[config.mk]
export PLATFORM = sky130hd
export DESIGN_NAME = wp_seq_guard
export DESIGN_NICKNAME = d
export VERILOG_FILES = /design/src/rtl/wpg_pkg.sv /design/src/rtl/wpg_seq_match.sv /design/src/rtl/wpg_prot_state.sv /design/src/rtl/wpg_page_window.sv /design/src/rtl/wp_seq_guard.sv
export SDC_FILE = /design/constraint.sdc
export NUM_CORES = 1
export LEC_CHECK = 0
export ABC_AREA = 1
export BUFFER_PORTS_ARGS = -buffer_cell sky130_fd_sc_hd__buf_2
export CAP_MARGIN = 25
export CORE_MARGIN = 2
export CORE_UTILIZATION = 63
export CTS_BUF_LIST = sky130_fd_sc_hd__clkbuf_2
export DETAILED_ROUTE_END_ITERATION = 7
export GPL_TIMING_DRIVEN = 0
export PLACE_DENSITY_LB_ADDON = 0.08
export SYNTH_ARGS = -nofsm -noshare
export SYNTH_HDL_FRONTEND = slang
export SYNTH_HIERARCHICAL = 1
export SYNTH_SLANG_ARGS = --single-unit
[constraint.sdc]
create_clock -name clk -period 5.03 [get_ports clk]
set_clock_uncertainty 0.15 [all_clocks]
set_input_delay 1.006 -clock clk [delete_from_list [all_inputs] [get_ports clk]]
set_output_delay 1.006 -clock clk [all_outputs]
set_load 0.05 [all_outputs]
[src/rtl/wpg_pkg.sv]
package wpg_pkg;

  localparam int KEY_W = 15;
  localparam logic [KEY_W-1:0] KEY_ADDR_A = 15'h5555;
  localparam logic [KEY_W-1:0] KEY_ADDR_B = 15'h2AAA;
  localparam logic [7:0] KEY_D_LEAD   = 8'hAA;
  localparam logic [7:0] KEY_D_SECOND = 8'h55;
  localparam logic [7:0] KEY_D_ARM    = 8'hA0;
  localparam logic [7:0] KEY_D_PREDIS = 8'h80;
  localparam logic [7:0] KEY_D_DISARM = 8'h20;

  typedef enum logic [2:0] {
    ST_IDLE = 3'd0,
    ST_LEAD = 3'd1,
    ST_PAIR = 3'd2,
    ST_PRE  = 3'd3,
    ST_RELEAD = 3'd4,
    ST_REPAIR = 3'd5
  } step_t;

  typedef struct packed {
    logic  hit;
    logic  arm;
    logic  disarm;
    step_t nxt;
  } step_res_t;

  function automatic logic key_is(input logic [KEY_W-1:0] a, input logic [7:0] d,
                                  input logic [KEY_W-1:0] ka, input logic [7:0] kd);
    return (a == ka) && (d == kd);
  endfunction

  function automatic step_res_t step_after(input step_t s, input logic [KEY_W-1:0] a,
                                           input logic [7:0] d);
    step_res_t r;
    logic lead;
    lead = key_is(a, d, KEY_ADDR_A, KEY_D_LEAD);
    r = '{hit: lead, arm: 1'b0, disarm: 1'b0, nxt: (lead ? ST_LEAD : ST_IDLE)};
    case (s)
      ST_LEAD: if (key_is(a, d, KEY_ADDR_B, KEY_D_SECOND)) begin
        r.hit = 1'b1; r.nxt = ST_PAIR;
      end
      ST_PAIR: if (key_is(a, d, KEY_ADDR_A, KEY_D_ARM)) begin
        r.hit = 1'b1; r.arm = 1'b1; r.nxt = ST_IDLE;
      end else if (key_is(a, d, KEY_ADDR_A, KEY_D_PREDIS)) begin
        r.hit = 1'b1; r.nxt = ST_PRE;
      end
      ST_PRE: if (lead) begin
        r.hit = 1'b1; r.nxt = ST_RELEAD;
      end
      ST_RELEAD: if (key_is(a, d, KEY_ADDR_B, KEY_D_SECOND)) begin
        r.hit = 1'b1; r.nxt = ST_REPAIR;
      end
      ST_REPAIR: if (key_is(a, d, KEY_ADDR_A, KEY_D_DISARM)) begin
        r.hit = 1'b1; r.disarm = 1'b1; r.nxt = ST_IDLE;
      end
      default: ;
    endcase
    return r;
  endfunction

endpackage

[src/rtl/wpg_seq_match.sv]
module wpg_seq_match
  import wpg_pkg::*;
(
  input  logic             clk,
  input  logic             rst_n,
  input  logic             wr_eff,
  input  logic             hold,
  input  logic             pwr_cycle,
  input  logic [KEY_W-1:0] key_addr,
  input  logic [7:0]       key_data,
  output logic             hit,
  output logic             arm_done,
  output logic             disarm_done
);

  step_t     step_q;
  step_res_t res;
  logic      look;

  assign res  = step_after(step_q, key_addr, key_data);
  assign look = wr_eff && !hold;

  assign hit         = look && res.hit;
  assign arm_done    = look && res.arm;
  assign disarm_done = look && res.disarm;

  always_ff @(posedge clk or negedge rst_n) begin
    if (!rst_n)        step_q <= ST_IDLE;
    else if (pwr_cycle) step_q <= ST_IDLE;
    else if (hold)     step_q <= ST_IDLE;
    else if (look)     step_q <= res.nxt;
  end

  AST_PWR_CLEARS_MATCH: assert property (@(posedge clk) disable iff (!rst_n)
    pwr_cycle |=> (step_q == ST_IDLE));
  AST_DISARM_AFTER_FIVE: assert property (@(posedge clk) disable iff (!rst_n)
    disarm_done |-> (step_q == ST_REPAIR));
  AST_ARM_AFTER_TWO: assert property (@(posedge clk) disable iff (!rst_n)
    arm_done |-> (step_q == ST_PAIR));

endmodule

[src/rtl/wpg_prot_state.sv]
module wpg_prot_state #(
  parameter int PROG_CYCLES = 64
) (
  input  logic clk,
  input  logic rst_n,
  input  logic pwr_cycle,
  input  logic arm_done,
  input  logic disarm_done,
  output logic prot_on,
  output logic busy
);

  localparam int CW = $clog2(PROG_CYCLES + 1);
  localparam logic [CW-1:0] LOAD = CW'(PROG_CYCLES - 1);

  logic          prot_q, busy_q;
  logic [CW-1:0] wait_q;

  always_ff @(posedge clk or negedge rst_n) begin
    if (!rst_n) begin
      prot_q <= 1'b0;
      busy_q <= 1'b0;
      wait_q <= '0;
    end else if (pwr_cycle) begin
      busy_q <= 1'b0;
      wait_q <= '0;
    end else if (arm_done) begin
      prot_q <= 1'b1;
    end else if (disarm_done) begin
      busy_q <= 1'b1;
      wait_q <= LOAD;
    end else if (busy_q) begin
      if (wait_q == '0) begin
        busy_q <= 1'b0;
        prot_q <= 1'b0;
      end else begin
        wait_q <= wait_q - 1'b1;
      end
    end
  end

  assign prot_on = prot_q;
  assign busy    = busy_q;

  AST_PROT_DROPS_ONLY_AFTER_WAIT: assert property (@(posedge clk) disable iff (!rst_n)
    $fell(prot_q) |-> $past(busy_q));
  AST_ARM_SETS_PROT: assert property (@(posedge clk) disable iff (!rst_n)
    (arm_done && !pwr_cycle) |=> prot_q);

endmodule

[src/rtl/wpg_page_window.sv]
module wpg_page_window #(
  parameter int PAGE_BYTES = 128
) (
  input  logic clk,
  input  logic rst_n,
  input  logic pwr_cycle,
  input  logic open_req,
  input  logic page_done,
  input  logic data_wr,
  output logic win_open
);

  localparam int CW = $clog2(PAGE_BYTES + 1);
  localparam logic [CW-1:0] LAST = CW'(PAGE_BYTES - 1);

  logic          win_q;
  logic [CW-1:0] cnt_q;

  always_ff @(posedge clk or negedge rst_n) begin
    if (!rst_n) begin
      win_q <= 1'b0;
      cnt_q <= '0;
    end else if (pwr_cycle) begin
      win_q <= 1'b0;
      cnt_q <= '0;
    end else if (open_req) begin
      win_q <= 1'b1;
      cnt_q <= '0;
    end else if (win_q) begin
      if (page_done || (data_wr && cnt_q == LAST)) begin
        win_q <= 1'b0;
        cnt_q <= '0;
      end else if (data_wr) begin
        cnt_q <= cnt_q + 1'b1;
      end
    end
  end

  assign win_open = win_q;

  AST_WIN_COUNT_BOUND: assert property (@(posedge clk) disable iff (!rst_n)
    cnt_q <= LAST);
  AST_PAGE_DONE_CLOSES: assert property (@(posedge clk) disable iff (!rst_n)
    (win_q && page_done && !open_req) |=> !win_q);

endmodule

[src/rtl/wp_seq_guard.sv]
module wp_seq_guard
  import wpg_pkg::*;
#(
  parameter int ADDR_W      = 16,
  parameter int PAGE_BYTES  = 128,
  parameter int PROG_CYCLES = 64
) (
  input  logic              clk,
  input  logic              rst_n,
  input  logic              wr_valid,
  input  logic [ADDR_W-1:0] wr_addr,
  input  logic [7:0]        wr_data,
  input  logic              page_done,
  input  logic              pwr_cycle,
  output logic              wr_allow,
  output logic              wr_cmd,
  output logic              prot_on,
  output logic              win_open,
  output logic              busy
);

  logic wr_eff, hold, hit, arm_done, disarm_done, data_wr;
  logic unused_hi;

  assign unused_hi = ^wr_addr[ADDR_W-1:KEY_W];
  assign wr_eff    = wr_valid && !pwr_cycle;
  assign hold      = win_open || busy;

  wpg_seq_match u_match (
    .clk         (clk),
    .rst_n       (rst_n),
    .wr_eff      (wr_eff),
    .hold        (hold),
    .pwr_cycle   (pwr_cycle),
    .key_addr    (wr_addr[KEY_W-1:0]),
    .key_data    (wr_data),
    .hit         (hit),
    .arm_done    (arm_done),
    .disarm_done (disarm_done)
  );

  wpg_prot_state #(.PROG_CYCLES(PROG_CYCLES)) u_state (
    .clk         (clk),
    .rst_n       (rst_n),
    .pwr_cycle   (pwr_cycle),
    .arm_done    (arm_done),
    .disarm_done (disarm_done),
    .prot_on     (prot_on),
    .busy        (busy)
  );

  assign wr_cmd   = hit;
  assign wr_allow = wr_eff && !hit && !busy && (!prot_on || win_open);
  assign data_wr  = wr_eff && win_open;

  wpg_page_window #(.PAGE_BYTES(PAGE_BYTES)) u_window (
    .clk       (clk),
    .rst_n     (rst_n),
    .pwr_cycle (pwr_cycle),
    .open_req  (arm_done),
    .page_done (page_done),
    .data_wr   (data_wr),
    .win_open  (win_open)
  );

  AST_LOCKED_BLOCKS: assert property (@(posedge clk) disable iff (!rst_n)
    (prot_on && !win_open) |-> !wr_allow);
  AST_PWR_KEEPS_FLAG: assert property (@(posedge clk) disable iff (!rst_n)
    pwr_cycle |=> (prot_on == $past(prot_on)));
  AST_ARM_OPENS_WINDOW: assert property (@(posedge clk) disable iff (!rst_n)
    (arm_done && !pwr_cycle) |=> (win_open && prot_on));
  AST_BUSY_SILENT: assert property (@(posedge clk) disable iff (!rst_n)
    busy |-> (!wr_allow && !wr_cmd));

endmodule

==> results.md <==
- Status: complete, no violations
- Hold Vio Cnt, Final: 0
- DRT iter0 DRCs: 89
- Post-synth EDFFs: 0
- Leading cell types by count after synthesis: nand2_1 (87), nor2_1 (43), inv_1 (35)
- Ports: 34
- Reg2reg start: u_state/busy
- HP Class: reg -> reg
- Peak supply drop: 0.170 mV
- RSZ-0062 raised after global routing: no
- Setup TNS: 0 ns
- Post-CTS Setup Bufs: 0
- Die area: ~3500 µm²
- Diodes inserted: 0
- Worst path max stage delay: 0.28 ns
- Mapped Area: 1920 µm²
- Minimum clock period: 3.54 ns
- Clock Pin Slew Worst Setup and Hold Paths: 0.22 ns
- TritonCTS sink count: 21
- Synth cell types: 32
- CP max stage cell: buf_2
- Number of global-route vias before repair: 1751
- Slew Viols, Final: 0
- Worst Path Max Fanout: 3
- Initial antenna violation count: 0
- Maximum clock frequency: approximately 0.28 GHz
- Pre-CTS WS: 1.50 ns
- WHS Endpoint: u_state/prot_on
- Mean Syn Cell Area: ~6.3 µm²
- Reg2Reg Depth: 9
- Crit. End Element: output pin
- CTS resizes: 0
- Layout Utilization: 71.8%
- Global routing met2 resource utilization: 48.3%
- Async S/R FF share, synth: 100%
- Crit path cell chain: buf_2, inv_1, nor2_2, nand2_1, nor2_1, nand3_1, nand2_1, nand3_1, o21ai_1, nand2_1, o21ai_2, nor2_1, nand2_1, nor2_1, buf_2
- Gp weighted congestion: 0.912
- Critical R2R Capture: u_state/wait_q[0]
- Grt met3 use: 4.37%
- CP startpoint: wr_data[5]
- #FFs+latches synth: 21
- Setup violators final: 0
- Final period utilization: 70.4%
- Dominant cell type by area after synthesis: dfrtp_1
- Dpl cells: between 300 and 400
- Gr ovfl total: 0
- Register area: 526 µm²
- Top-count cell post-synth: nand2_1
- Multi-input logic area: 1200 µm²
- Layout cells sized above 1: 27.4%
- Register area share after synthesis: 27.4%
- Met1 Resource Use GR: 34.7%
- GRT Total Usage: 27.1%
- Core area: a little under 3000 µm²
- Via-to-Cell Ratio: 5.33
- Clock Path Buffers: 2
- Top post-synthesis cells by area: dfrtp_1 (27%), nand2_1 (17%), nor2_1 (8.4%)
- # DRC: 0
- CTS Root Cell: clkbuf_2
- Hold wc startpoint: u_state/prot_on
- Post-synth top area share: approximately 27%
- Clock latency on the worst-skew pair: 0.33 ns
- CTS Buf Count: 3
- Initial core utilization: 64.3%
- GR peak layer: met2
- Max-Slew Margin vs Limit: 39.3%
- CTS Hold Bufs: 0
- Synthesized instance count: slightly above 300
- Die H: 59.1 µm
- Pleak: roughly 1.1 nW
- Final worst slack: between 1 and 1.5 ns
- Die Width: ~59 µm
- Pwr dens: 189 nW/µm²
- Routed Antenna Nets: 0
- Yosys warning total: 6
- Clock tree from TritonCTS: yes
- Area grow syn2layout: 11.6%
- Largest net degree at the start of global routing: 22
- Buffers on Ports: 32
- Site Rows: 20
- Slew @ Worst Pin: 0.904 ns
- CTS H-tree depth: 1
- Worst Setup Start Kind: primary input
- R2r setup slk: 2.30 ns
- Drt first pass iters: 4
- Critical Path RT: 3.87 ns
- Worst path arrival time: 2.39 ns
- Setup Crit Path Kind: in -> out
- Ys flop type: dfrtp_1
- CP bufs+invs: 3
- Via count: 1983
- Syn Nets: roughly 330
- Critical Path Most Common Cell: nand2_1
- Detail Placement HPWL: 3.47 mm
- Final Non-Filler Cells: 372
- CP delay by family, top: simple AND/OR/NAND/NOR gates
- Max-cap viol count: 0
- Avg WL per Cell: 11.4 µm
- First-pass GRT wire length: 7.36 mm
- Fillers: approximately 270
- Worst hold path cell count: 2
- Final WL: 4.26 mm
- Fin nets: 371
registers in the layout (all words and copies together), names as in the netlist:
signal	cells
u_match/step_q	3
u_state/prot_on	1
u_window/win_open	1
u_window/cnt_q	8
u_state/busy	1
u_state/wait_q	7
cells in the final DEF (no fill, tap or decap):
| cell | instances |
|---|---|
| nor2_8 | 1 |
| o21bai_1 | 1 |
| o21ai_0 | 4 |
| or2_2 | 1 |
| o21ai_2 | 1 |
| nand3_1 | 21 |
| inv_2 | 15 |
| nand3b_1 | 1 |
| o22ai_1 | 1 |
| nand2_4 | 3 |
| nor2_2 | 14 |
| nor3b_1 | 1 |
| nand4_2 | 1 |
| nand4_1 | 13 |
| nand2_2 | 5 |
| ha_1 | 2 |
| inv_1 | 35 |
| clkbuf_2 | 4 |
| nand3_2 | 4 |
| o211ai_1 | 1 |
| nor3_2 | 2 |
| a22o_1 | 1 |
| a21oi_2 | 4 |
| a21oi_1 | 5 |
| dfrtp_1 | 21 |
| nor2_1 | 43 |
| nor2_4 | 4 |
| inv_4 | 1 |
| nor3_1 | 2 |
| nor4_1 | 1 |
| nand2_1 | 87 |
| o21ai_1 | 6 |
| buf_2 | 32 |
| nand3b_4 | 1 |
stage by stage:
| step | power, W | hold WS (ns) | instance area [µm²] |
|---|---|---|---|
| 6_report | 0.000405 | 0.398 | 2140 |
| 5_1_grt | 0.000434 | 0.424 | 2140 |
| 3_3_place_gp | 0.000325 | 0.335 | 2120 |
| 3_5_place_dp | 0.000331 | 0.352 | 2120 |
| 2_1_floorplan | 0.000292 | 0.331 | 1920 |
| 4_1_cts | 0.000405 | 0.397 | 2140 |
worst min-delay path, cell delays in order, from the launching register on:
cell	delay [ns]
dfrtp_1	0.42
o21ai_1	0.07
nand2_1	0.04
worst max path at each step:
| stage | end | slack (ns) | depth (start not counted) |
|---|---|---|---|
| final | wr_allow | 1.49 | 15 |
| after global routing | wr_allow | 1.32 | 14 |
| after CTS | wr_allow | 1.49 | 15 |
| after detailed placement | wr_allow | 1.50 | 15 |
| after global placement | wr_allow | 1.55 | 14 |
| after floorplan | wr_allow | 1.31 | 13 |
report_power, final:
part,total (W),switching (W),internal [W]
registers,0.000190,0.0000108,0.000179
clock network,0.0000758,0.0000548,0.0000210
logic,0.000139,0.0000851,0.0000538
cell type report:
type | count | area share [%]
well taps | 33 | 1.93
flip-flops and latches | 21 | 24.6
clock buffers | 4 | 0.937
inverters | 51 | 9.07
multi-input cells | 231 | 56.0
repair buffers | 32 | 7.49
logic make-up after synthesis:
kind of cell,Yosys count,synth area share (%)
compound gates,24,7.77
fa+ha+maj,2,1.31
buf+inv,51,10.1
flops,21,27.4
simple gates,205,53.4
metal layers:
layer  routed length (µm)  up-vias
met5                    0        -
met4                   22        0
met3                  194        4
met2                 2110       49
met1                 1940      898
li1                     -     1032
No activity file was read; power rests on OpenSTA's default activity.
